[config.mk]
export PLATFORM = sky130hd
export DESIGN_NAME = cfr_remap
export DESIGN_NICKNAME = d
export VERILOG_FILES = /design/src/rtl/cfr_pkg.sv /design/src/rtl/cfr_window_map.sv /design/src/rtl/cfr_route_decode.sv /design/src/rtl/cfr_ctrl_regs.sv /design/src/rtl/cfr_remap.sv
export SDC_FILE = /design/constraint.sdc
export NUM_CORES = 1
export LEC_CHECK = 0
export BUFFER_PORTS_ARGS = -buffer_cell sky130_fd_sc_hd__buf_4
export CORE_MARGIN = 5
export CORE_UTILIZATION = 38
export CTS_CLUSTER_SIZE = 40
export DETAILED_ROUTE_END_ITERATION = 10
export PLACE_DENSITY_LB_ADDON = 0.25
export SYNTH_ARGS = -nofsm -noshare
export SYNTH_HDL_FRONTEND = slang
export SYNTH_SLANG_ARGS = --single-unit
[constraint.sdc]
create_clock -name clk -period 4.2 [get_ports clk]
set_input_delay 1.05 -clock clk [delete_from_list [all_inputs] [get_ports clk]]
set_output_delay 1.05 -clock clk [all_outputs]
set_load 0.01 [all_outputs]
[src/rtl/cfr_pkg.sv]
package cfr_pkg;

   typedef enum logic [1:0] {
      MAP_MEM  = 2'd0,
      MAP_IO16 = 2'd1,
      MAP_PRI  = 2'd2,
      MAP_SEC  = 2'd3
   } map_mode_e;

   typedef enum logic [2:0] {
      RT_DATA,
      RT_ERRFEAT,
      RT_ALTCTL,
      RT_DEVADDR,
      RT_TASK
   } route_e;

   localparam logic [3:0] IDX_DATA_EVEN = 4'h0;
   localparam logic [3:0] IDX_DATA_ODD  = 4'h8;
   localparam logic [3:0] IDX_ERRFEAT   = 4'hD;
   localparam logic [3:0] IDX_ALTCTL    = 4'hE;
   localparam logic [3:0] IDX_DEVADDR   = 4'hF;

   localparam logic [2:0] TF_ERRFEAT_REG = 3'd1;
   localparam int         SRST_BIT       = 2;
   localparam logic [7:0] DEVADDR_FIXED  = 8'hC2;
   localparam logic [7:0] DEVADDR_MASK   = 8'h3C;

endpackage

[src/rtl/cfr_window_map.sv]
module cfr_window_map
   import cfr_pkg::*;
#(
   parameter int ADDR_W         = 11,
   parameter int ALIAS_BASE     = 'h400,
   parameter int ALIAS_SPAN_W   = 10,
   parameter int PRI_CMD_BASE   = 'h1F0,
   parameter int PRI_CTL_BASE   = 'h3F0,
   parameter int SEC_CMD_BASE   = 'h170,
   parameter int SEC_CTL_BASE   = 'h370,
   parameter int CTL_IDX_OFFSET = 8
) (
   input  map_mode_e         mode,
   input  logic [ADDR_W-1:0] addr,
   output logic [ADDR_W-1:0] xlat
);

   localparam int WIN_W = 4;
   localparam int NLEG  = 2;
   localparam logic [ADDR_W-1:0] ALIAS_A = ADDR_W'(ALIAS_BASE);

   initial begin
      assert (ADDR_W >= 11) else $error("ADDR_W too small for the legacy windows");
      assert (ALIAS_SPAN_W < ADDR_W) else $error("alias span exceeds address width");
      assert ((PRI_CMD_BASE % 16) == 0 && (PRI_CTL_BASE % 16) == 0 &&
              (SEC_CMD_BASE % 16) == 0 && (SEC_CTL_BASE % 16) == 0)
         else $error("port windows must be 16-byte aligned");
      assert (CTL_IDX_OFFSET < 16) else $error("control index offset out of range");
   end

   logic              alias_hit;
   logic [NLEG-1:0]   cmd_hit;
   logic [NLEG-1:0]   ctl_hit;
   logic [ADDR_W-1:0] leg_xlat [NLEG];

   assign alias_hit = (addr[ADDR_W-1:ALIAS_SPAN_W] == ALIAS_A[ADDR_W-1:ALIAS_SPAN_W]);

   for (genvar g = 0; g < NLEG; g++) begin : g_leg
      localparam int CMD_I = (g == 0) ? PRI_CMD_BASE : SEC_CMD_BASE;
      localparam int CTL_I = (g == 0) ? PRI_CTL_BASE : SEC_CTL_BASE;
      localparam logic [ADDR_W-1:0] CMD_A   = ADDR_W'(CMD_I);
      localparam logic [ADDR_W-1:0] CTL_A   = ADDR_W'(CTL_I);
      localparam logic [ADDR_W-1:0] CTL_SUB = ADDR_W'(CTL_I - CTL_IDX_OFFSET);

      assign cmd_hit[g] = (addr[ADDR_W-1:WIN_W] == CMD_A[ADDR_W-1:WIN_W]);
      assign ctl_hit[g] = (addr[ADDR_W-1:WIN_W] == CTL_A[ADDR_W-1:WIN_W]);

      always_comb begin
         if (ctl_hit[g])
            leg_xlat[g] = addr - CTL_SUB;
         else if (cmd_hit[g])
            leg_xlat[g] = addr - CMD_A;
         else
            leg_xlat[g] = addr;
      end
   end

   always_comb begin
      unique case (mode)
         MAP_MEM:  xlat = alias_hit ? '0 : addr;
         MAP_IO16: xlat = {{(ADDR_W-WIN_W){1'b0}}, addr[WIN_W-1:0]};
         MAP_PRI:  xlat = leg_xlat[0];
         MAP_SEC:  xlat = leg_xlat[1];
         default:  xlat = addr;
      endcase
   end

endmodule

[src/rtl/cfr_route_decode.sv]
module cfr_route_decode
   import cfr_pkg::*;
#(
   parameter int ADDR_W = 11,
   parameter int TF_W   = 3
) (
   input  logic [ADDR_W-1:0] xlat,
   output route_e            route,
   output logic [TF_W-1:0]   reg_idx
);

   localparam int IDX_W = 4;

   initial begin
      assert (TF_W <= IDX_W) else $error("task-file index wider than the local index");
   end

   logic in_local;

   assign in_local = (xlat[ADDR_W-1:IDX_W] == '0);
   assign reg_idx  = xlat[TF_W-1:0];

   always_comb begin
      route = RT_TASK;
      if (in_local) begin
         unique case (xlat[IDX_W-1:0])
            IDX_DATA_EVEN, IDX_DATA_ODD: route = RT_DATA;
            IDX_ERRFEAT:                 route = RT_ERRFEAT;
            IDX_ALTCTL:                  route = RT_ALTCTL;
            IDX_DEVADDR:                 route = RT_DEVADDR;
            default:                     route = RT_TASK;
         endcase
      end
   end

endmodule

[src/rtl/cfr_ctrl_regs.sv]
module cfr_ctrl_regs
   import cfr_pkg::*;
#(
   parameter int CTL_W = 8
) (
   input  logic             clk,
   input  logic             rst_n,
   input  logic             ctl_wr,
   input  logic [CTL_W-1:0] ctl_wdata,
   input  logic             wake_req,
   output logic [CTL_W-1:0] devctl,
   output logic             soft_rst,
   output logic             wake
);

   initial begin
      assert (CTL_W > SRST_BIT) else $error("control register lacks a reset bit");
   end

   always_ff @(posedge clk or negedge rst_n) begin
      if (!rst_n) begin
         devctl   <= '0;
         soft_rst <= 1'b0;
         wake     <= 1'b0;
      end else begin
         if (ctl_wr)
            devctl <= ctl_wdata;
         soft_rst <= ctl_wr & ctl_wdata[SRST_BIT];
         wake     <= wake_req;
      end
   end

   p_devctl_load_r8: assert property (@(posedge clk) disable iff (!rst_n)
      ctl_wr |=> devctl == $past(ctl_wdata));

   p_devctl_hold_r8: assert property (@(posedge clk) disable iff (!rst_n)
      !ctl_wr |=> $stable(devctl));

   p_srst_pulse_r8: assert property (@(posedge clk) disable iff (!rst_n)
      (ctl_wr && ctl_wdata[SRST_BIT]) |=> soft_rst);

   p_srst_quiet_r8: assert property (@(posedge clk) disable iff (!rst_n)
      !ctl_wr |=> !soft_rst);

endmodule

[src/rtl/cfr_remap.sv]
module cfr_remap
   import cfr_pkg::*;
#(
   parameter int ADDR_W         = 11,
   parameter int DATA_W         = 16,
   parameter int TF_W           = 3,
   parameter int STAT_W         = 8,
   parameter int PRI_CMD_BASE   = 'h1F0,
   parameter int PRI_CTL_BASE   = 'h3F0,
   parameter int SEC_CMD_BASE   = 'h170,
   parameter int SEC_CTL_BASE   = 'h370
) (
   input  logic              clk,
   input  logic              rst_n,
   input  logic              acc_valid,
   input  logic              acc_write,
   input  logic [ADDR_W-1:0] acc_addr,
   input  logic [DATA_W-1:0] acc_wdata,
   output logic [DATA_W-1:0] acc_rdata,
   input  logic [1:0]        map_mode,
   input  logic              pwr_down,
   input  logic              drv_present,
   input  logic [STAT_W-1:0] drv_status,
   input  logic              drv_sel,
   input  logic [DATA_W-1:0] tf_rdata,
   output logic [TF_W-1:0]   tf_reg,
   output logic              tf_rd,
   output logic              tf_wr,
   output logic              tf_data_rd,
   output logic              tf_data_wr,
   output logic [DATA_W-1:0] tf_wdata,
   output logic [7:0]        devctl,
   output logic              soft_rst,
   output logic              wake
);

   localparam int BYTE_W = 8;

   initial begin
      assert (DATA_W >= BYTE_W && STAT_W <= DATA_W) else $error("data path too narrow");
   end

   logic [ADDR_W-1:0] xlat;
   route_e            route;
   logic [TF_W-1:0]   reg_idx;
   logic              is_rd;
   logic              is_wr;
   logic              ctl_wr;
   logic              wake_req;
   logic [BYTE_W-1:0] inv_sel;
   logic [BYTE_W-1:0] devaddr_byte;

   cfr_window_map #(
      .ADDR_W       (ADDR_W),
      .PRI_CMD_BASE (PRI_CMD_BASE),
      .PRI_CTL_BASE (PRI_CTL_BASE),
      .SEC_CMD_BASE (SEC_CMD_BASE),
      .SEC_CTL_BASE (SEC_CTL_BASE)
   ) u_map (
      .mode (map_mode_e'(map_mode)),
      .addr (acc_addr),
      .xlat (xlat)
   );

   cfr_route_decode #(
      .ADDR_W (ADDR_W),
      .TF_W   (TF_W)
   ) u_route (
      .xlat    (xlat),
      .route   (route),
      .reg_idx (reg_idx)
   );

   assign is_rd = acc_valid & ~acc_write;
   assign is_wr = acc_valid &  acc_write;

   // Writes to the device-address slot fall through to the task-file path.
   logic fwd_path;
   assign fwd_path = (route == RT_TASK) | (route == RT_DEVADDR);

   assign ctl_wr   = is_wr & (route == RT_ALTCTL);
   assign wake_req = is_wr & fwd_path & pwr_down;

   assign tf_data_rd = is_rd & (route == RT_DATA);
   assign tf_data_wr = is_wr & (route == RT_DATA);
   assign tf_rd      = is_rd & ((route == RT_ERRFEAT) | (route == RT_TASK));
   assign tf_wr      = is_wr & ((route == RT_ERRFEAT) | fwd_path);
   assign tf_wdata   = acc_wdata;

   always_comb begin
      unique case (route)
         RT_ERRFEAT:         tf_reg = TF_ERRFEAT_REG;
         RT_TASK, RT_DEVADDR: tf_reg = reg_idx;
         default:            tf_reg = '0;
      endcase
   end

   assign inv_sel      = ~{{(BYTE_W-1){1'b0}}, drv_sel};
   assign devaddr_byte = DEVADDR_FIXED | ((inv_sel << 2) & DEVADDR_MASK);

   always_comb begin
      unique case (route)
         RT_ALTCTL:  acc_rdata = drv_present ? DATA_W'(drv_status) : '0;
         RT_DEVADDR: acc_rdata = DATA_W'(devaddr_byte);
         default:    acc_rdata = tf_rdata;
      endcase
   end

   cfr_ctrl_regs #(
      .CTL_W (BYTE_W)
   ) u_ctrl (
      .clk       (clk),
      .rst_n     (rst_n),
      .ctl_wr    (ctl_wr),
      .ctl_wdata (acc_wdata[BYTE_W-1:0]),
      .wake_req  (wake_req),
      .devctl    (devctl),
      .soft_rst  (soft_rst),
      .wake      (wake)
   );

   p_strobe_onehot_r5: assert property (@(posedge clk) disable iff (!rst_n)
      $onehot0({tf_rd, tf_wr, tf_data_rd, tf_data_wr}));

   p_alt_read_quiet_r7: assert property (@(posedge clk) disable iff (!rst_n)
      (acc_valid && !acc_write && route == RT_ALTCTL)
         |-> !(tf_rd || tf_wr || tf_data_rd || tf_data_wr));

   p_errfeat_reg_r6: assert property (@(posedge clk) disable iff (!rst_n)
      (acc_valid && route == RT_ERRFEAT) |-> (tf_reg == TF_ERRFEAT_REG));

   p_wake_fires_r11: assert property (@(posedge clk) disable iff (!rst_n)
      (acc_valid && acc_write && pwr_down && route == RT_TASK) |=> wake);

   p_wake_needs_write_r11: assert property (@(posedge clk) disable iff (!rst_n)
      !(acc_valid && acc_write) |=> !wake);

   p_devaddr_byte_r9: assert property (@(posedge clk) disable iff (!rst_n)
      (acc_valid && !acc_write && route == RT_DEVADDR)
         |-> (acc_rdata[7:0] == (drv_sel ? 8'hFA : 8'hFE)));

endmodule

# [After elaboration in Yosys (flattened, before gate mapping)]
# Index checks and enable logic that the tools add are counted.
# Widths: inputs -> output; s select.
[op_classes] n_eq_ne=15 mux=11 addsub=4 n_reduce_logical=6 bitwise_logic=15
[op_table] op="$mux 11" count=4
[op_table] op="$pmux 11 s4" count=1
[op_table] op="$pmux 16 s2" count=1
[op_table] op="$sub 11x10->11 const B" count=2
[op_table] op="$sub 11x9->11 const B" count=2
[op_table] op="$eq 4x4->1 const B" count=4
[op_table] op="$eq 7x5->1 const B" count=2
[op_table] op="$eq 7x6->1 const B" count=2
[op_table] op="$pmux 3 s4" count=1
[op_table] op="$and 1x1->1" count=10
[op_table] op="$mux 10" count=1
[op_table] op="$mux 8" count=1
[op_table] op="$logic_not 7->1" count=1
[op_table] op="$eq 3x2->1 const B" count=2
[op_table] op="$pmux 3 s2" count=1
[op_table] op="$eq 2x2->1 const B" count=2
[op_table] op="$logic_not 4->1" count=1
[op_table] op="$not 1->4" count=1
[op_table] op="$reduce_or 2->1" count=2
[op_table] op="$eq 3x1->1 const B" count=1
[op_table] op="$eq 3x3->1 const B" count=1
[op_table] op="$logic_not 3->1" count=1
[op_table] op="$mux 3" count=1
[op_table] op="$or 1x1->1" count=3
[op_table] op="other kinds (3)" count=3
[word_totals] elab_cells=54 register_bits=10 inputBits=60 output_inout_bits=49

# [Longest topological paths before layout]
# Gate-level depths: netlist (run 1).
[logic_depth] ltp_word=12 ltp_mapped=9 depth_no_buf=8

# [By module]
# A second synthesis (run 1) with hierarchy kept.
[hier_totals] hier_cells=164 area_unflattened_um2=1305.0
[modules_own_cells] module="cfr_remap" area_each_um2=430.4 n_inst=1 seq_area_each_um2=0.0 cells_per_inst=70
[modules_own_cells] module="cfr_window_map" area_each_um2=402.9 n_inst=1 seq_area_each_um2=0.0 cells_per_inst=62
[modules_own_cells] module="cfr_ctrl_regs" area_each_um2=389.1 n_inst=1 seq_area_each_um2=250.2 cells_per_inst=20
[modules_own_cells] module="cfr_route_decode" area_each_um2=82.6 n_inst=1 seq_area_each_um2=0.0 cells_per_inst=12

# [Least setup slack after synthesis (run 1)]
# Ideal clock, no wire load.
[synth_timing] kind="input -> output" start="input acc_addr[4]" end="output tf_data_wr" cell_stages=8 required_ns=3.150 path_buffers=1 arrival_time_ns=2.891 path_slack_ns=0.259 path_cell_list="ha_1 nand4b_2 nor2_1 o32ai_1 nor4_2 and2_1 clkbuf_1 nor3b_1"
[synth_between] elab_chain_len=10 word_cells_on_any_way=25 cone_classes="add/sub (4); eq/ne (8); mux (8); bitwise (1); reduce/logical (4)"
[synth_lines] item="start, declared" line="cfr_remap.sv:17" rtl="input logic [ADDR_W-1:0] acc_addr,"
[synth_lines] item="parallel branches: the longest is 3 deep, another holds $sub 11x9->11"
[synth_lines] item="$pmux 11 s4 *" line="cfr_window_map.sv:59" rtl="unique case (mode)"
[synth_lines] item="$eq 4x4->1 / $logic_not 4->1 (equally long branches)" line="cfr_route_decode.sv:26" rtl="unique case (xlat[IDX_W-1:0])"
[synth_lines] item="$reduce_or 2->1" line="cfr_route_decode.sv:26"
[synth_lines] item="$pmux 3 s4" line="cfr_route_decode.sv:26"
[synth_lines] item="$mux 3 *" line="cfr_route_decode.sv:25" rtl="if (in_local) begin"
[synth_lines] item="$logic_not 3->1 *" line="cfr_remap.sv:85" rtl="assign tf_data_wr = is_wr & (route == RT_DATA);"
[synth_lines] item="$and 1x1->1 *" line="cfr_remap.sv:85"
[synth_lines] item="end, declared" line="cfr_remap.sv:30" rtl="output logic tf_data_wr,"
# Every way passes the cells marked *.

# [Final worst setup path (run 1)]
[layout_timing] start="input acc_addr[5]" end="output acc_rdata[2]"
[layout_between] elab_chain_len=10 word_cells_on_any_way=26 cone_classes="add/sub (4); eq/ne (10); mux (9); reduce/logical (3)"
[layout_lines] item="parallel branches: the longest is 3 deep, another holds $sub 11x9->11"
[layout_lines] item="$pmux 11 s4 *" line="cfr_window_map.sv:59"
[layout_lines] item="$eq 4x4->1 / $logic_not 4->1 (equally long branches)" line="cfr_route_decode.sv:26"
[layout_lines] item="$reduce_or 2->1" line="cfr_route_decode.sv:26"
[layout_lines] item="$pmux 3 s4" line="cfr_route_decode.sv:26"
[layout_lines] item="$mux 3 *" line="cfr_route_decode.sv:25"
[layout_lines] item="$eq 3x2->1" line="cfr_remap.sv:102" rtl="unique case (route)"
[layout_lines] item="$pmux 16 s2 *" line="cfr_remap.sv:102"
[layout_lines] item="end, declared" line="cfr_remap.sv:19" rtl="output logic [DATA_W-1:0] acc_rdata,"
# Marks and branches as above.

==> results of run 1 <==
-- registers in the layout, summed over array words and instances, names as in the netlist --
signal and count:
u_ctrl.wake 1, u_ctrl.soft_rst 1, u_ctrl.devctl 8
-- metrics by stage --
step	area, sq um	cells	setup WS, ns
6_report	1922	275	0.1213
5_1_grt	1922	275	0.01061
4_1_cts	1902	274	0.004306
3_5_place_dp	1879	271	0.004328
3_3_place_gp	1879	271	0.03572
2_1_floorplan	1246	152	0.2585
-- logic make-up after synthesis --
| family | after synthesis |
|---|---|
| AND/OR/NAND/NOR | 64 |
| buffers and inverters | 31 |
| AO/OA/AOI/OAI | 23 |
| multiplexers | 18 |
| flip-flops | 10 |
| XOR/XNOR | 3 |
| adder cells (fa/ha/maj) | 3 |
-- per-layer routing --
layer  wire (um)  GRT usage, %
met5           0             0
met4          19         5.823
met3         276         2.163
met2        2057         27.36
met1        1285         17.82
-- cells in the mapped netlist (2+ instances only) --
master,count
sky130_fd_sc_hd__mux2i_1,2
sky130_fd_sc_hd__o311ai_0,2
sky130_fd_sc_hd__a31oi_1,5
sky130_fd_sc_hd__xnor2_1,3
sky130_fd_sc_hd__mux2_2,14
sky130_fd_sc_hd__inv_1,7
sky130_fd_sc_hd__nand4_1,2
sky130_fd_sc_hd__nor2_1,8
sky130_fd_sc_hd__and3_1,3
sky130_fd_sc_hd__o21ai_0,5
sky130_fd_sc_hd__clkbuf_1,3
sky130_fd_sc_hd__buf_4,17
sky130_fd_sc_hd__nand2_1,23
sky130_fd_sc_hd__dfrtp_1,10
sky130_fd_sc_hd__and4_1,2
sky130_fd_sc_hd__mux2_4,2
sky130_fd_sc_hd__buf_2,3
sky130_fd_sc_hd__and2_1,9
sky130_fd_sc_hd__nor3_1,3
sky130_fd_sc_hd__nand3_1,4
sky130_fd_sc_hd__ha_1,3
sky130_fd_sc_hd__a21oi_1,5
-- final timing paths --
kind | endpoint | slack [ns] | cells after the start
worst max-delay path | acc_rdata[2] | 0.12 | 11
worst min-delay path | u_ctrl.devctl[1]$_DFFE_PN0P_ | 0.50 | 1
worst max register to register | u_ctrl.devctl[0]$_DFFE_PN0P_ | 3.45 | 1
worst min register to register | u_ctrl.devctl[1]$_DFFE_PN0P_ | 0.50 | 1
max in group asynchronous | u_ctrl.devctl[1]$_DFFE_PN0P_ | 3.45 | 1
min in group asynchronous | u_ctrl.devctl[5]$_DFFE_PN0P_ | 0.61 | 1
-- power breakdown --
group	total [uW]	internal, uW	switching (uW)	leakage, uW
combinational	161	89.9	70.8	0.000851
sequential	105	102	2.69	0.000138
clock	58.8	32.7	26.1	0.0000138
total	325	225	99.7	0.00100
-- area by class of cell --
type / instances / share of cell area (%)
multi-input cells: 111 / 41.86
repair buffers: 100 / 39.71
flip-flops and latches: 10 / 13.02
well taps: 44 / 2.865
inverters: 7 / 1.367
clock buffers: 3 / 1.172
==> impl_metrics.env, run 1 <==
export IMPL_run_status="finished, final reports clean"
export IMPL_synth_compound_gate_area_share_pct=13.25
export IMPL_die_area_sq_um=4525
export IMPL_worstSetupPathType="in -> out"
export IMPL_layout_cells_most_common="sky130_fd_sc_hd__buf_4"
export IMPL_detail_route_antenna_nets=0
export IMPL_worst_setup_path_start_kind="input pin"
export IMPL_antenna_found_initial=0
export IMPL_clockRootBuffer="sky130_fd_sc_hd__clkbuf_4"
export IMPL_tns_ns=0
export IMPL_post_cts_setup_buffers=0
export IMPL_grt_first_pass_wirelength_mm=5.326
export IMPL_fillerInstances=310
export IMPL_detail_route_wl_per_cell_um=13.23
export IMPL_power_density_nw_per_um2=168.9
export IMPL_synth_seq_area_share_pct=20.08
export IMPL_vias=1341
export IMPL_core_region_area_sq_um=3103
export IMPL_highest_ir_drop_seen_on_vdd_uv=91.94
export IMPL_endpoint_kind="output pin"
export IMPL_clkSlewWorstSetupHoldPaths_ns=0.05
export IMPL_synth_seq_cells=10
export IMPL_gr_total_overflow=0
export IMPL_area_grow_syn2layout_pct=54.22
export IMPL_final_nets=296
export IMPL_place_congestion=0.8282
export IMPL_r2r_start="u_ctrl.devctl[0]$_DFFE_PN0P_"
export IMPL_critical_path_buf_inv_count=4
export IMPL_initial_core_util_pct=40.16
export IMPL_cts_resized=0
export IMPL_drv_cap=0
export IMPL_route_final_wire_length_mm=3.638
export IMPL_cts_hold_buffers=0
export IMPL_critPathMostFrequentCell="sky130_fd_sc_hd__buf_4"
export IMPL_detail_route_iter0_violations=41
export IMPL_first_global_vias=1187
export IMPL_cp_slowest_stage_delay_ns=0.29
export IMPL_critical_path_slowest_cell="sky130_fd_sc_hd__mux2_4"
export IMPL_i_o_pins=109
export IMPL_layout_worst_path_cycle_share_pct=97.11
export IMPL_post_synth_fa_ha_maj_area_fraction_pct=3.012
export IMPL_yosys_area_top_type="sky130_fd_sc_hd__dfrtp_1"
export IMPL_ys_types=39
export IMPL_finClkSkew_ns=0
export IMPL_hold_path_startpoint="u_ctrl.devctl[1]$_DFFE_PN0P_"
export IMPL_dp_final_hpwl_mm=3.139
export IMPL_synth_area_top_cells="sky130_fd_sc_hd__dfrtp_1, sky130_fd_sc_hd__mux2_2, sky130_fd_sc_hd__buf_4"
export IMPL_mappedNetlistArea_sq_um=1246
export IMPL_post_synth_inst_count=152
export IMPL_highest_fanout_seen_on_the_critical_path=16
export IMPL_numCtsBuffers=3
export IMPL_placement_io_buffers=92
export IMPL_synth_enable_flop_cells=0
export IMPL_rsz0062_at_grt="false"
export IMPL_layout_core_utilization_pct=61.94
export IMPL_main_combinational_cell_family_by_area_after_synthesis="simple AND/OR/NAND/NOR gates"
export IMPL_critical_path_cell_chain="buf_4 > ha_1 > nand4b_2 > nor2_1 > o32ai_1 > nor4_2 > buf_4 > nand4_4 > buf_12 > mux2_4 > buf_4"
export IMPL_worstSetupStartpoint="acc_addr[5]"
export IMPL_cts_tree="built"
export IMPL_synth_flop_cell="sky130_fd_sc_hd__dfrtp_1"
export IMPL_drc=0
export IMPL_totalPowerFinal_uw=324.7
export IMPL_yosysWarningCount=0
export IMPL_route_detailed_vias_per_inst=4.876
export IMPL_xor_xnor_cell_area_share_of_the_yosys_netlist_pct=2.108
export IMPL_drive_above_1_share_pct=53.68
export IMPL_layout_area_seq_sq_um=250.2
export IMPL_grt_util_all_layers_pct=15.12
export IMPL_clkSinkCount=10
export IMPL_insertion_delay_ns=0.25
export IMPL_cell_leakage_power_uw=0.001002
export IMPL_required_ns=3.15
export IMPL_rows=20
export IMPL_relSlewSlack_pct=65.80
export IMPL_synth_top_cell_area_share_pct=20.08
export IMPL_synthMuxAreaShare_pct=16.67
export IMPL_final_min_clock_period_ns=4.079
export IMPL_layout_common_cells="sky130_fd_sc_hd__buf_4, sky130_fd_sc_hd__nand2_1, sky130_fd_sc_hd__mux2_2"
export IMPL_clock_fmax_mhz=245.2
export IMPL_detail_route_first_pass_iterations=4
export IMPL_chipWidth_um=67.27
export IMPL_multi_input_combinational_cell_area_sq_um=804.5
export IMPL_postSynth_asyncResetShare_pct=100.0
export IMPL_worstMarginPinSlew_ns=0.5076
export IMPL_fin_hold_ws_ns=0.5047
export IMPL_grt_start_max_net_pins=17
export IMPL_n_antenna_cell=0
export IMPL_worstPathArrival_ns=3.03
export IMPL_dieHeight_um=67.27
export IMPL_worst_hold_path_type="reg -> reg"
export IMPL_final_max_slew_viol_count=0
export IMPL_synthSimpleGateAreaFrac_pct=29.52
export IMPL_max_clock_path_buffers=2
export IMPL_path_delay_family="simple AND/OR/NAND/NOR gates"
export IMPL_final_hold_violation_count=0
export IMPL_synth_area_per_cell_sq_um=8.199
export IMPL_setup_viol_count_final=0
export IMPL_synth_fp_nets=215
export IMPL_htree_levels=1
No activity file was read; power rests on OpenSTA's default activity.
==> run 2, diff against run 1 <==
ABC_CLOCK_PERIOD_IN_PS = 4200   (was unset)
PLACE_DENSITY = 0.85   (was unset)
PLACE_DENSITY_LB_ADDON = unset   (was 0.25)
==> impl_metrics.env, run 2 (synthesis gave the netlist of run 1 again) <==
export IMPL_endpoint_kind="output pin"
export IMPL_clock_fmax_mhz=246.8
export IMPL_rsz0062_at_grt="false"
export IMPL_path_delay_family="simple AND/OR/NAND/NOR gates"
export IMPL_placement_io_buffers=92
export IMPL_worstSetupStartpoint="acc_addr[7]"
export IMPL_final_min_clock_period_ns=4.052
export IMPL_cts_hold_buffers=0
export IMPL_layout_common_cells="sky130_fd_sc_hd__buf_4, sky130_fd_sc_hd__nand2_1, sky130_fd_sc_hd__mux2_2"
export IMPL_met3_usage_pct=2.329
export IMPL_fillerInstances=296
export IMPL_critical_path_cell_chain="buf_4 > or4_1 > a32oi_1 > o21ai_1 > a311oi_4 > nand4_4 > mux2_4 > buf_4"
export IMPL_final_nets=298
export IMPL_use_met1_pct=17.35
export IMPL_rows=20
export IMPL_antenna_found_initial=0
export IMPL_numCtsBuffers=3
export IMPL_setup_viol_count_final=0
export IMPL_multi_input_combinational_cell_area_sq_um=838.3
export IMPL_worstMarginPinSlew_ns=0.3700
export IMPL_core_region_area_sq_um=3103
export IMPL_clockRootBuffer="sky130_fd_sc_hd__clkbuf_4"
export IMPL_relSlewSlack_pct=75.17
export IMPL_tns_ns=0
export IMPL_final_max_slew_viol_count=0
export IMPL_layout_cells_most_common="sky130_fd_sc_hd__buf_4"
export IMPL_htree_levels=1
export IMPL_worstPathArrival_ns=3.00
export IMPL_die_area_sq_um=4525
export IMPL_worst_hold_path_type="reg -> reg"
export IMPL_drc=0
export IMPL_detail_route_first_pass_iterations=4
export IMPL_critical_path_buf_inv_count=2
export IMPL_grt_start_max_net_pins=17
export IMPL_cell_leakage_power_uw=0.001022
export IMPL_max_clock_path_buffers=2
export IMPL_n_antenna_cell=0
export IMPL_first_global_vias=1312
export IMPL_critical_path_slowest_cell="sky130_fd_sc_hd__or4_1"
export IMPL_drv_cap=0
export IMPL_worstSetupPathType="in -> out"
export IMPL_reg_top3="u_ctrl.devctl x8, u_ctrl.soft_rst x1, u_ctrl.wake x1"
export IMPL_initial_core_util_pct=40.16
export IMPL_run_status="finished, final reports clean"
export IMPL_vias=1403
export IMPL_fin_ws_ns=0.1483
export IMPL_highest_fanout_seen_on_the_critical_path=8
export IMPL_dieHeight_um=67.27
export IMPL_i_o_pins=109
export IMPL_detail_route_wl_per_cell_um=13.88
export IMPL_detail_route_antenna_nets=0
export IMPL_clkSinkCount=10
export IMPL_clkSlewWorstSetupHoldPaths_ns=0.06
export IMPL_final_hold_violation_count=0
export IMPL_route_detailed_vias_per_inst=5.047
export IMPL_gr_total_overflow=0
export IMPL_grt_util_all_layers_pct=15.72
export IMPL_grt_busiest_layer="met2"
export IMPL_area_grow_syn2layout_pct=57.63
export IMPL_drive_above_1_share_pct=55.98
export IMPL_use_met2_pct=30.31
export IMPL_power_density_nw_per_um2=181.6
export IMPL_route_final_wire_length_mm=3.860
export IMPL_worst_setup_path_start_kind="input pin"
export IMPL_insertion_delay_ns=0.26
export IMPL_cp_slowest_stage_delay_ns=0.50
export IMPL_largest_register_ff_count=8
export IMPL_dpl_worst_slack_ns=0.03991
export IMPL_hold_path_startpoint="u_ctrl.devctl[0]$_DFFE_PN0P_"
export IMPL_r2r_start="u_ctrl.devctl[1]$_DFFE_PN0P_"
export IMPL_required_ns=3.15
export IMPL_grt_first_pass_wirelength_mm=5.637
export IMPL_detail_route_iter0_violations=50
export IMPL_totalPowerFinal_uw=356.8
export IMPL_layout_worst_path_cycle_share_pct=96.47
export IMPL_cts_tree="built"
export IMPL_highest_ir_drop_seen_on_vdd_uv=63.22
export IMPL_dp_final_hpwl_mm=3.288
export IMPL_finClkSkew_ns=0
export IMPL_chipWidth_um=67.27
export IMPL_max_flop_register="u_ctrl.devctl"
export IMPL_critPathMostFrequentCell="sky130_fd_sc_hd__buf_4"
export IMPL_place_congestion=0.8610
export IMPL_layout_area_seq_sq_um=250.2
[run 2: routing by layer]
layer	vias to the layer above	share of wire [%]
met4	0	0.88
met1	636	37
met5	-	0
li1	696	-
met2	65	54
met3	6	8.7
[run 2: stage by stage]
| step | area [sq um] | util (%) | hold WS (ns) | instances |
|---|---|---|---|---|
| after detailed placement | 1887 | 60.81 | 0.5018 | 272 |
| after global placement | 1887 | 60.81 | 0.4897 | 272 |
| after global routing | 1964 | 63.31 | 0.5306 | 278 |
| final | 1964 | 63.31 | 0.5132 | 278 |
| after CTS | 1923 | 61.98 | 0.5164 | 276 |
| after floorplan | 1246 | - | 0.5511 | 152 |
[run 2: layout make-up]
type                            instances  share of cell area (%)
Multi-Input combinational cell        112                   42.68
Tap cell                               44                   2.803
Clock buffer                            4                   1.847
Inverter                                7                   1.338
Sequential cell                        10                   12.74
Timing Repair Buffer                  101                   38.60
[run 2: worst paths after layout]
kind                       slack (ns)                            to  cells after the start
max reg2reg                      3.43  u_ctrl.devctl[1]$_DFFE_PN0P_                      1
max                              0.15                  acc_rdata[4]                      8
min                              0.51  u_ctrl.devctl[0]$_DFFE_PN0P_                      1
max in group asynchronous        3.46  u_ctrl.devctl[6]$_DFFE_PN0P_                      1
min in group asynchronous        0.60     u_ctrl.soft_rst$_DFF_PN0_                      1
min reg2reg                      0.51  u_ctrl.devctl[0]$_DFFE_PN0P_                      1
[run 2: repair_timing]
action | 4_1_cts | 5_1_grt
setup endpoints to repair | 0 | 14
setup buffers | 0 | 1
resized for setup | 0 | 6
[run 2: where the power goes]
group | switching (uW) | internal [uW] | total (uW)
combinational | 75.7 | 92.6 | 168
clock | 30.5 | 52.5 | 83.1
sequential | 3.12 | 102 | 105
total | 109 | 247 | 357
==> run 3, diff against run 2 <==
PLACE_DENSITY = 0.81   (was 0.85)
==> impl_metrics.env, run 3 (synthesis gave the netlist of run 1 again) <==
export IMPL_run_status="finished, final reports clean"
export IMPL_r2r_start="u_ctrl.devctl[6]$_DFFE_PN0P_"
export IMPL_cell_leakage_power_uw=0.001009
export IMPL_detail_route_antenna_nets=0
export IMPL_die_area_sq_um=4525
export IMPL_n_antenna_cell=0
export IMPL_initial_core_util_pct=40.16
export IMPL_layout_common_cells="sky130_fd_sc_hd__buf_4, sky130_fd_sc_hd__nand2_1, sky130_fd_sc_hd__mux2_2"
export IMPL_final_hold_violation_count=0
export IMPL_detail_route_iter0_violations=37
export IMPL_layout_cells_most_common="sky130_fd_sc_hd__buf_4"
export IMPL_worstSetupStartpoint="acc_addr[7]"
export IMPL_max_flop_register="u_ctrl.devctl"
export IMPL_detail_route_wl_per_cell_um=13.04
export IMPL_highest_fanout_seen_on_the_critical_path=8
export IMPL_required_ns=3.15
export IMPL_worstMarginPinSlew_ns=0.5212
export IMPL_place_congestion=0.8368
export IMPL_worst_setup_path_start_kind="input pin"
export IMPL_largest_register_ff_count=8
export IMPL_drive_above_1_share_pct=55.36
export IMPL_grt_util_all_layers_pct=14.34
export IMPL_grt_start_max_net_pins=17
export IMPL_cp_endpoint="acc_rdata[2]"
export IMPL_clock_fmax_mhz=244.0
export IMPL_worstSetupPathType="in -> out"
export IMPL_setup_viol_count_final=0
export IMPL_detail_route_first_pass_iterations=4
export IMPL_place_inst=271
export IMPL_area_grow_syn2layout_pct=56.12
export IMPL_reg_top3="u_ctrl.devctl x8, u_ctrl.soft_rst x1, u_ctrl.wake x1"
export IMPL_layout_area_seq_sq_um=250.2
export IMPL_htree_levels=1
export IMPL_cts_tree="built"
export IMPL_layout_cells_non_filler=277
export IMPL_antenna_found_initial=0
export IMPL_cell_internal_pwr_uw=245.7
export IMPL_cts_hold_buffers=0
export IMPL_clkSinkCount=10
export IMPL_route_final_wire_length_mm=3.613
export IMPL_finClkSkew_ns=0
export IMPL_reg2regPathDepth=1
export IMPL_first_global_vias=1250
export IMPL_placement_io_buffers=92
export IMPL_layout_worst_path_cycle_share_pct=97.60
export IMPL_switching_share_pct=30.24
export IMPL_final_min_clock_period_ns=4.099
export IMPL_layout_core_utilization_pct=62.70
export IMPL_clkSlewWorstSetupHoldPaths_ns=0.06
export IMPL_dp_final_hpwl_mm=2.998
export IMPL_dieHeight_um=67.27
export IMPL_pwr_share_clk_pct=23.5
export IMPL_endpoint_kind="output pin"
export IMPL_r2r_end="u_ctrl.devctl[6]$_DFFE_PN0P_"
export IMPL_power_density_nw_per_um2=181.0
export IMPL_chipWidth_um=67.27
export IMPL_route_detailed_vias_per_inst=4.942
export IMPL_drv_cap=0
export IMPL_r2r_slack_ns=3.45
export IMPL_i_o_pins=109
export IMPL_worstPathArrival_ns=3.05
export IMPL_max_clock_path_buffers=2
export IMPL_fraction_of_power_consumed_by_combinational_cells_pct=46.7
export IMPL_vias=1369
export IMPL_insertion_delay_ns=0.25
export IMPL_numCtsBuffers=3
export IMPL_core_region_area_sq_um=3103
export IMPL_clockRootBuffer="sky130_fd_sc_hd__clkbuf_4"
export IMPL_highest_ir_drop_seen_on_vdd_uv=65.29
export IMPL_multi_input_combinational_cell_area_sq_um=827.0
export IMPL_worst_hold_path_type="reg -> reg"
export IMPL_total_switching_power_uw=106.5
export IMPL_final_nets=297
export IMPL_relSlewSlack_pct=64.89
export IMPL_drc=0
export IMPL_final_max_slew_viol_count=0
export IMPL_seq_power_share_pct=29.8
export IMPL_grt_first_pass_wirelength_mm=5.161
export IMPL_fillerInstances=286
export IMPL_rows=20
export IMPL_gr_total_overflow=0
## run 3: cell count changes in the layout (fill, tap and decap cells not counted)
cell,change
sky130_fd_sc_hd__nor2_2,-1
sky130_fd_sc_hd__o21ai_0,+1
sky130_fd_sc_hd__o21ai_1,-1
sky130_fd_sc_hd__nand4b_4,-1
sky130_fd_sc_hd__buf_4,-1
sky130_fd_sc_hd__nor2_1,+1
sky130_fd_sc_hd__nand4b_2,+1
## run 3: worst max-delay path: stages
cell and delay, ns:
sky130_fd_sc_hd__buf_4 0.11, sky130_fd_sc_hd__or4_1 0.51, sky130_fd_sc_hd__a32oi_1 0.18, sky130_fd_sc_hd__o21ai_1 0.13, sky130_fd_sc_hd__a311oi_4 0.32, sky130_fd_sc_hd__nand4_4 0.24
sky130_fd_sc_hd__mux2_4 0.35, sky130_fd_sc_hd__buf_4 0.15
## run 3: layout make-up
| cell class | instances | share of cell area, % |
|---|---|---|
| multi-input cells | 112 | 42.51 |
| repair buffers | 100 | 38.59 |
| flip-flops and latches | 10 | 12.86 |
| well taps | 44 | 2.830 |
| clock buffers | 4 | 1.865 |
| inverters | 7 | 1.350 |
## run 3: worst min-delay path by stage
stage,start,to,cells after the start
CTS,u_ctrl.devctl[3]$_DFFE_PN0P_,u_ctrl.devctl[3]$_DFFE_PN0P_,1
global route,u_ctrl.devctl[3]$_DFFE_PN0P_,u_ctrl.devctl[3]$_DFFE_PN0P_,1
finish,u_ctrl.devctl[4]$_DFFE_PN0P_,u_ctrl.devctl[4]$_DFFE_PN0P_,1
detailed placement,u_ctrl.devctl[5]$_DFFE_PN0P_,u_ctrl.devctl[5]$_DFFE_PN0P_,1
floorplan,u_ctrl.devctl[0]$_DFFE_PN0P_,u_ctrl.devctl[0]$_DFFE_PN0P_,1
global placement,u_ctrl.devctl[1]$_DFFE_PN0P_,u_ctrl.devctl[1]$_DFFE_PN0P_,1
## run 3: power groups by stage
stage               Sequential (uW)  Clock (uW)  Combinational, uW
floorplan                       110           0               80.3
detailed placement              107           0                161
global placement                107           0                159
finish                          105        82.7                165
CTS                             105        86.6                162
global route                    105        93.7                180
## run 3: layer usage
metal / wire length (um) / vias to the layer above / global-route usage, %
li1: - / 694 / -
met1: 1355 / 612 / 16.75
met2: 1894 / 59 / 26.38
met3: 332 / 4 / 2.163
met4: 31 / 0 / 4.810
met5: 0 / - / 0
## run 3: metrics by stage
stage / hold WS (ns) / power (uW) / area (sq um) / setup slack, ns / setup TNS, ns
after floorplan: 0.5511 / 190.1 / 1246 / 0.2585 / 0
after global placement: 0.4903 / 265.6 / 1879 / 0.03373 / 0
after detailed placement: 0.4973 / 268.2 / 1879 / -0.006240 / -0.006240
after CTS: 0.5126 / 353.3 / 1916 / 0.007567 / 0
after global routing: 0.5226 / 379.4 / 1946 / -0.009743 / -0.01128
final: 0.5053 / 352.2 / 1946 / 0.1009 / 0
## run 3: timing repair
item                       in CTS  in global routing
buffers inserted                0                  1
cloned                          0                  1
gates resized for setup         0                  3
setup endpoints to repair       1                  9
pin swaps                       1                  2
